## config.mk

```make
export PLATFORM = sky130hd
export DESIGN_NAME = seq16_core
export DESIGN_NICKNAME = d
export VERILOG_FILES = /design/src/rtl/seq16_pkg.sv /design/src/rtl/seq16_ctrl.sv /design/src/rtl/seq16_decode.sv /design/src/rtl/seq16_alu.sv /design/src/rtl/seq16_regfile.sv /design/src/rtl/seq16_core.sv
export SDC_FILE = /design/constraint.sdc
export NUM_CORES = 1
export LEC_CHECK = 0
export ABC_AREA = 0
export BUFFER_PORTS_ARGS = -buffer_cell sky130_fd_sc_hd__buf_4
export CAP_MARGIN = 25
export CORE_MARGIN = 2
export CORE_UTILIZATION = 45
export DETAILED_ROUTE_END_ITERATION = 8
export PLACE_DENSITY = 0.66
export SETUP_SLACK_MARGIN = 0.15
export SLEW_MARGIN = 25
export SYNTH_ARGS = -nofsm -noshare
export SYNTH_HDL_FRONTEND = slang
export SYNTH_SLANG_ARGS = --single-unit
```

## constraint.sdc

```tcl
create_clock -name clk -period 9.88 [get_ports clk]
set_clock_uncertainty 0.1 [all_clocks]
set_input_delay 1.482 -clock clk [delete_from_list [all_inputs] [get_ports clk]]
set_output_delay 1.482 -clock clk [all_outputs]
set_load 0.005 [all_outputs]
```

## src/rtl/seq16_pkg.sv

```systemverilog
package seq16_pkg;
    localparam int DW   = 16;
    localparam int NREG = 8;
    localparam int RW   = $clog2(NREG);
    localparam logic [DW-1:0] RESET_PC = 16'h3000;

    typedef enum logic [2:0] {
        ST_FETCH  = 3'd0,
        ST_WAIT   = 3'd1,
        ST_DECODE = 3'd2,
        ST_EXEC   = 3'd3,
        ST_WB     = 3'd4
    } stage_e;

    typedef enum logic [1:0] {
        OP_ADD = 2'd0,
        OP_AND = 2'd1,
        OP_NOT = 2'd2,
        OP_LEA = 2'd3
    } alu_op_e;

    localparam logic [3:0] OPC_ADD = 4'b0001;
    localparam logic [3:0] OPC_AND = 4'b0101;
    localparam logic [3:0] OPC_NOT = 4'b1001;
    localparam logic [3:0] OPC_LEA = 4'b1110;

    typedef struct packed {
        alu_op_e          op;
        logic             wr_en;
        logic [RW-1:0]    dr;
        logic [RW-1:0]    sr1;
        logic [RW-1:0]    sr2;
        logic             use_imm;
        logic [DW-1:0]    imm;
    } dec_t;

    function automatic logic [DW-1:0] sext5(input logic [4:0] v);
        return {{(DW-5){v[4]}}, v};
    endfunction

    function automatic logic [DW-1:0] sext9(input logic [8:0] v);
        return {{(DW-9){v[8]}}, v};
    endfunction

    function automatic logic [2:0] flags_of(input logic [DW-1:0] v);
        if (v[DW-1])        return 3'b100;
        else if (v == '0)   return 3'b010;
        else                return 3'b001;
    endfunction
endpackage

```

## src/rtl/seq16_ctrl.sv

```systemverilog
module seq16_ctrl
    import seq16_pkg::*;
(
    input  logic   clk,
    input  logic   rst,
    output stage_e stage
);
    stage_e stage_nx;

    always_comb begin
        unique case (stage)
            ST_FETCH:  stage_nx = ST_WAIT;
            ST_WAIT:   stage_nx = ST_DECODE;
            ST_DECODE: stage_nx = ST_EXEC;
            ST_EXEC:   stage_nx = ST_WB;
            default:   stage_nx = ST_FETCH;
        endcase
    end

    always_ff @(posedge clk) begin
        if (rst) stage <= ST_FETCH;
        else     stage <= stage_nx;
    end
endmodule

```

## src/rtl/seq16_decode.sv

```systemverilog
module seq16_decode
    import seq16_pkg::*;
(
    input  logic [DW-1:0] ir,
    output dec_t          dec
);
    always_comb begin
        dec         = '0;
        dec.dr      = ir[11:9];
        dec.sr1     = ir[8:6];
        dec.sr2     = ir[2:0];
        dec.use_imm = ir[5];
        dec.imm     = sext5(ir[4:0]);
        unique case (ir[15:12])
            OPC_ADD: begin dec.op = OP_ADD; dec.wr_en = 1'b1; end
            OPC_AND: begin dec.op = OP_AND; dec.wr_en = 1'b1; end
            OPC_NOT: begin dec.op = OP_NOT; dec.wr_en = 1'b1; end
            OPC_LEA: begin
                dec.op      = OP_LEA;
                dec.wr_en   = 1'b1;
                dec.use_imm = 1'b1;
                dec.imm     = sext9(ir[8:0]);
            end
            default: dec.wr_en = 1'b0;
        endcase
    end
endmodule

```

## src/rtl/seq16_alu.sv

```systemverilog
module seq16_alu
    import seq16_pkg::*;
(
    input  alu_op_e       op,
    input  logic [DW-1:0] a,
    input  logic [DW-1:0] b,
    input  logic [DW-1:0] npc,
    output logic [DW-1:0] y
);
    always_comb begin
        unique case (op)
            OP_ADD:  y = a + b;
            OP_AND:  y = a & b;
            OP_NOT:  y = ~a;
            default: y = npc + b;
        endcase
    end
endmodule

```

## src/rtl/seq16_regfile.sv

```systemverilog
module seq16_regfile
    import seq16_pkg::*;
#(
    parameter int W = DW,
    parameter int N = NREG
) (
    input  logic                 clk,
    input  logic                 rst,
    input  logic                 we,
    input  logic [$clog2(N)-1:0] waddr,
    input  logic [W-1:0]         wdata,
    input  logic [$clog2(N)-1:0] raddr_a,
    input  logic [$clog2(N)-1:0] raddr_b,
    output logic [W-1:0]         rdata_a,
    output logic [W-1:0]         rdata_b,
    output logic [N*W-1:0]       dump
);
    logic [W-1:0] regs [N];

    always_ff @(posedge clk) begin
        if (rst) begin
            for (int i = 0; i < N; i++) regs[i] <= '0;
        end else if (we) begin
            regs[waddr] <= wdata;
        end
    end

    assign rdata_a = regs[raddr_a];
    assign rdata_b = regs[raddr_b];

    for (genvar g = 0; g < N; g++) begin : g_dump
        assign dump[g*W +: W] = regs[g];
    end
endmodule

```

## src/rtl/seq16_core.sv

```systemverilog
module seq16_core
    import seq16_pkg::*;
(
    input  logic               clk,
    input  logic               rst,
    output logic [DW-1:0]      imem_addr,
    output logic               imem_rd,
    input  logic [DW-1:0]      imem_data,
    output logic [DW-1:0]      dbg_pc,
    output logic [NREG*DW-1:0] dbg_rf,
    output logic [2:0]         dbg_cc
);
    stage_e        stage_q;
    logic [DW-1:0] pc_q, npc_q, ir_q, res_q;
    logic [2:0]    cc_q;
    dec_t          dec_w, dec_q;
    logic [DW-1:0] rd_a, rd_b, opnd_b, alu_y;
    logic          rf_we;

    seq16_ctrl u_ctrl (.clk(clk), .rst(rst), .stage(stage_q));

    seq16_decode u_dec (.ir(ir_q), .dec(dec_w));

    assign opnd_b = dec_q.use_imm ? dec_q.imm : rd_b;

    seq16_alu u_alu (
        .op(dec_q.op), .a(rd_a), .b(opnd_b), .npc(npc_q), .y(alu_y)
    );

    assign rf_we = (stage_q == ST_WB) && dec_q.wr_en;

    seq16_regfile u_rf (
        .clk(clk), .rst(rst), .we(rf_we), .waddr(dec_q.dr), .wdata(res_q),
        .raddr_a(dec_q.sr1), .raddr_b(dec_q.sr2),
        .rdata_a(rd_a), .rdata_b(rd_b), .dump(dbg_rf)
    );

    always_ff @(posedge clk) begin
        if (rst) begin
            pc_q  <= RESET_PC;
            npc_q <= RESET_PC;
            ir_q  <= '0;
            dec_q <= '0;
            res_q <= '0;
            cc_q  <= 3'b010;
        end else begin
            unique case (stage_q)
                ST_FETCH:  npc_q <= pc_q + 16'd1;
                ST_WAIT:   ir_q  <= imem_data;
                ST_DECODE: dec_q <= dec_w;
                ST_EXEC:   res_q <= alu_y;
                default: begin
                    pc_q <= npc_q;
                    if (dec_q.wr_en) cc_q <= flags_of(res_q);
                end
            endcase
        end
    end

    assign imem_addr = pc_q;
    assign imem_rd   = (stage_q == ST_FETCH);
    assign dbg_pc    = pc_q;
    assign dbg_cc    = cc_q;
endmodule

```

# Yosys cells after proc, flatten, opt, wreduce, memory -nomap -nowiden
# Memories as Yosys holds them, arrays and structs flattened. A register that Yosys moved wholly into a read port is not among the register bits.
# Cells that the tools add are included.
# word_totals
ramBits	128
out_inout_bits	164
inputBits	18
n_memories	1
word_cells	58
reg_bits	99
# classes
eq_ne	10
bitwise_logic	3
n_reduce_logical	8
muxes	20
addsub	3
# mem_list
name	depth	word_bits	rd	rd_ports_with_merged_regs	wr	line_no	source
u_rf.regs	8	16	10	2	8	seq16_regfile.sv:18	logic [W-1:0] regs [N];
# op_table
op	count
one-hot mux 16 bit (3 select lines)	1
adder 16 bit	2
2-to-1 mux 16 bit	2
2-to-1 mux 3 bit	6
2-to-1 mux 17 bit	1
adder 16 x 1 -> 16 bit, second input constant	1
bitwise AND 16 bit	1
logical NOT 16 bit	1
NOT 16 bit	1
OR reduction 16 bit	1
one-hot mux 3 bit (4 select lines)	1
== test 4 bit, second input constant	2
OR reduction 4 bit	2
2-to-1 mux 1 bit	7
== test 3 x 2 -> 1 bit, second input constant	2
one-hot mux 2 bit (3 select lines)	1
== test 4 x 1 -> 1 bit, second input constant	1
== test 4 x 3 -> 1 bit, second input constant	1
== test 3 x 1 -> 1 bit, second input constant	1
== test 3 bit, second input constant	1
logical NOT 3 bit	1
== test 2 x 1 -> 1 bit, second input constant	1
== test 2 bit, second input constant	1
logical NOT 2 bit	1
other kinds (4)	4

# Logic depth before layout (Yosys ltp)
# depth
word_depth	7
depth_mapped	14
mapped_depth_nobuf	13

# Modules after synthesis
# Synthesis repeated with hierarchy kept, for this count alone.
# unflattened
cells_unflattened	1150
hier_area_um2	12899.9
# by_module_without_submodules
mod	seq_area_each_um2	cells_each	area_per_inst_um2	instances
seq16_regfile	3843.7	430	7000.5	1
seq16_core	1921.8	472	4027.6	1
seq16_alu	0.0	203	1468.9	1
seq16_decode	0.0	37	310.3	1
seq16_ctrl	60.1	8	92.6	1

# Least setup slack after synthesis
# Ideal clock, no wire load.
# synth_path
path_type	register to register
from	register with a tool-made name
to	register res_q[14]
path_stages_with_launch	14
path_buffers	1
setup_slack_ns	6.317
arrival_ns	3.329
path_cell_list	dfxtp_1 buf_2 mux4_2 mux2i_1 a21oi_1 ha_1 fa_1 a21oi_1 o21ai_0 a21oi_1 a311oi_1 a211o_1 xnor2_1 a21oi_1
# synth_rtl
item	line_no	source
end signal, assigned	seq16_core.sv:51	ST_EXEC: res_q <= alu_y;
end, declared	seq16_core.sv:14	logic [DW-1:0] pc_q, npc_q, ir_q, res_q;

==> qor.yml <==
logic_synthesis:
  synth.cell_area_um2: 11700
  synth_area_leaders: "edfxtp_1 (33%), dfxtp_1 (16%), mux4_2 (9.0%)"
  synth_edf_count: 128
  synth-main-ff-cell: "edfxtp_1"
  synth_largest_area_cell: "edfxtp_1"
  ys_warn_count: 0
  synth_top_area_frac: 0.328
  synth.avg_cell_area_um2: 11.4
  syn_inst: 1032
  synth-seq-cells: 223
  ys_async_sr_fraction: 0
  syn-num-nets: 1070
  synth_cell_type_count: 61
  seq_area_frac_synth: 0.490
die:
  fp.dieW_um: 165
  die_area_um2: 27400
  die_h_um: 165
  num_rows: 59
  io_pins: 182
  start_util: 0.454
  core_um2: 25800
timing:
  postLayoutSetupSlackWorst_ns: 5.72
  drv_slew: 0
  setup_tns_ns: 0
  tightest_slew_ns: 0.981
  min_period_ns: 4.16
  max_freq_mhz: 240
  setup_viol: 0
  hold_viol: 0
  worst_slew_margin_rel: 0.344
  rsz0062_at_grt: "no"
  finalCritPeriodShare: 0.421
final_layout:
  area_growth_pct: 18.4
  final_cell_mix: "buf_4 (192), and2_1 (130), edfxtp_1 (128)"
  layout-drive-gt1-share: 0.248
  antenna_cells: 0
  ff_latch_area_um2: 5750
  multi_input_area_um2: 5470
  layout_commonest_cell: "buf_4"
  fillers: 2248
  num-nets-final: 1207
drt:
  ant_nets: 0
  vias: 8913
  wl_per_cell_um: 22.6
  drt-pass1-iter-count: 5
  wl_um: 34300
  drt-initial-drc-count: 888
  via_per_inst: 5.86
  drc: 0
placed_design:
  io_buffers: 181
  pre_cts_ws_ns: 5.41
  dp_hpwl_um: 24500
  gp_congestion: 0.934
power:
  p_leak_nw: 5.24
  total_power_mw: 2.19
  ir_worst_vdd_uv: 115
  p_per_area_nw_per_um2: 158
grt:
  grt_max_degree: 75
  grt_usage: 0.249
  grt_pass1_wl_um: 51500
  grt_antenna_before_repair: 0
  grt_pass1_vias: 8445
  overflow: 0
critical_path:
  cp_common_cell: "a21oi_1"
  r2r_cells: 13
  cp.arrival_ns: 4.45
  crit_family: "compound AO/OA/AOI/OAI gates"
  critPathMaxFanout: 31
  cpMaxStageDelayCell: "mux4_2"
  cp_num_buf_inv: 1
  path_cells: "buf_4 > mux4_2 > mux2i_1 > a21oi_1 > ha_1 > fa_1 > a21oi_1 > o21ai_0 > a21oi_1 > a311oi_1 > a211o_1 > xnor2_1 > a21oi_1"
  critical_path_class: "reg2reg"
  regToRegSetupSlack_ns: 5.72
  worstPathRequired_ns: 10.17
  path_depth: 13
  cp_slowest_stage_delay_ns: 0.60
  critPathLaunchType: "flip-flop"
  end_kind: "flip-flop"
run_status:
  status: "finished, final reports clean"
cts:
  cts-resized-gates: 0
  path_clk_slew_ns: 0.06
  cts_setup_buffers: 0
  clk_path_buf_depth: 3
  cts_tree: "done"
  cts_made_buffers: 24
  cts_root_buf: "clkbuf_16"
  holdBufCountCts: 0
  insertion_delay_ns: 0.55
  htree_levels: 1
  clock-sinks: 223
hold_path:
  holdPathStages: 2
  hp-class: "reg2reg"
run:
  drv_cap: 0
==> power by group <==
| part | switching (mW) | leakage (nW) | total [mW] | internal [mW] |
|---|---|---|---|---|
| sequential | 0.0546 | 2.10 | 1.07 | 1.02 |
| clock | 0.379 | 0.365 | 0.869 | 0.490 |
| combinational | 0.135 | 2.78 | 0.243 | 0.109 |
| total | 0.568 | 5.24 | 2.19 | 1.62 |
==> per-stage QoR <==
stage,util,cell area (um2),hold slack [ns],instances
floorplan,-,11700,0.332,1032
global placement,0.508,13100,0.337,1477
detailed placement,0.508,13100,0.348,1478
CTS,0.537,13900,0.357,1520
global route,0.537,13900,0.376,1520
finish,0.537,13900,0.355,1520
==> sequential cells by signal, indices dropped and copies added, names as in the netlist, named ones only <==
signal,count
dbg_pc,16
npc_q,16
dbg_cc,3
dec_q,19
u_rf.regs,128
ir_q,16
res_q,16
u_ctrl.stage,3
==> area by class of cell <==
type                            instances  area share
Clock buffer                           31      0.0466
Clock inverter                         11     0.00766
Inverter                               12     0.00324
Multi-Input combinational cell        716       0.394
Sequential cell                       223       0.414
Tap cell                              335      0.0302
Timing Repair Buffer                  192       0.104
==> kinds of logic after synthesis <==
logic type	share of synthesized area
AO/OA/AOI/OAI	0.0910
flip-flops	0.490
buffers and inverters	0.0440
AND/OR/NAND/NOR	0.171
adder cells (fa/ha/maj)	0.0220
XOR/XNOR	0.0202
multiplexers	0.162
==> tightest hold or removal path, delay by kind of cell, from the launching register on <==
| family | cells | cell delay [ns] |
|---|---|---|
| compound gates | 1 | 0.05 |
| simple gates | 1 | 0.05 |
| flops | 1 | 0.31 |
==> cells in the mapped netlist (all sizes together) (12+ instances only) <==
library cell	number
edfxtp	128
o21ai	24
mux4	64
a211oi	29
inv	12
and2	130
ha	19
clkbuf	38
mux2i	39
nor2b	13
xnor2	12
xor2	15
nor2	87
nand3	12
buf	42
nand2	96
dfxtp	95
a21oi	76
==> worst paths after layout <==
check            start        end
max          flip-flop  res_q[14]
min          dbg_cc[2]  dbg_cc[2]
max reg2reg  flip-flop  res_q[14]
min reg2reg  dbg_cc[2]  dbg_cc[2]
==> routing by layer <==
layer / up-vias / track usage / share of wire
met1: 4372 / 0.364 / 0.43
met2: 452 / 0.385 / 0.46
li1: 4029 / - / -
met3: 60 / 0.0362 / 0.084
met4: 0 / 0.0807 / 0.029
met5: - / 0 / 0
Note: power is estimated with default switching activity, not from simulation.
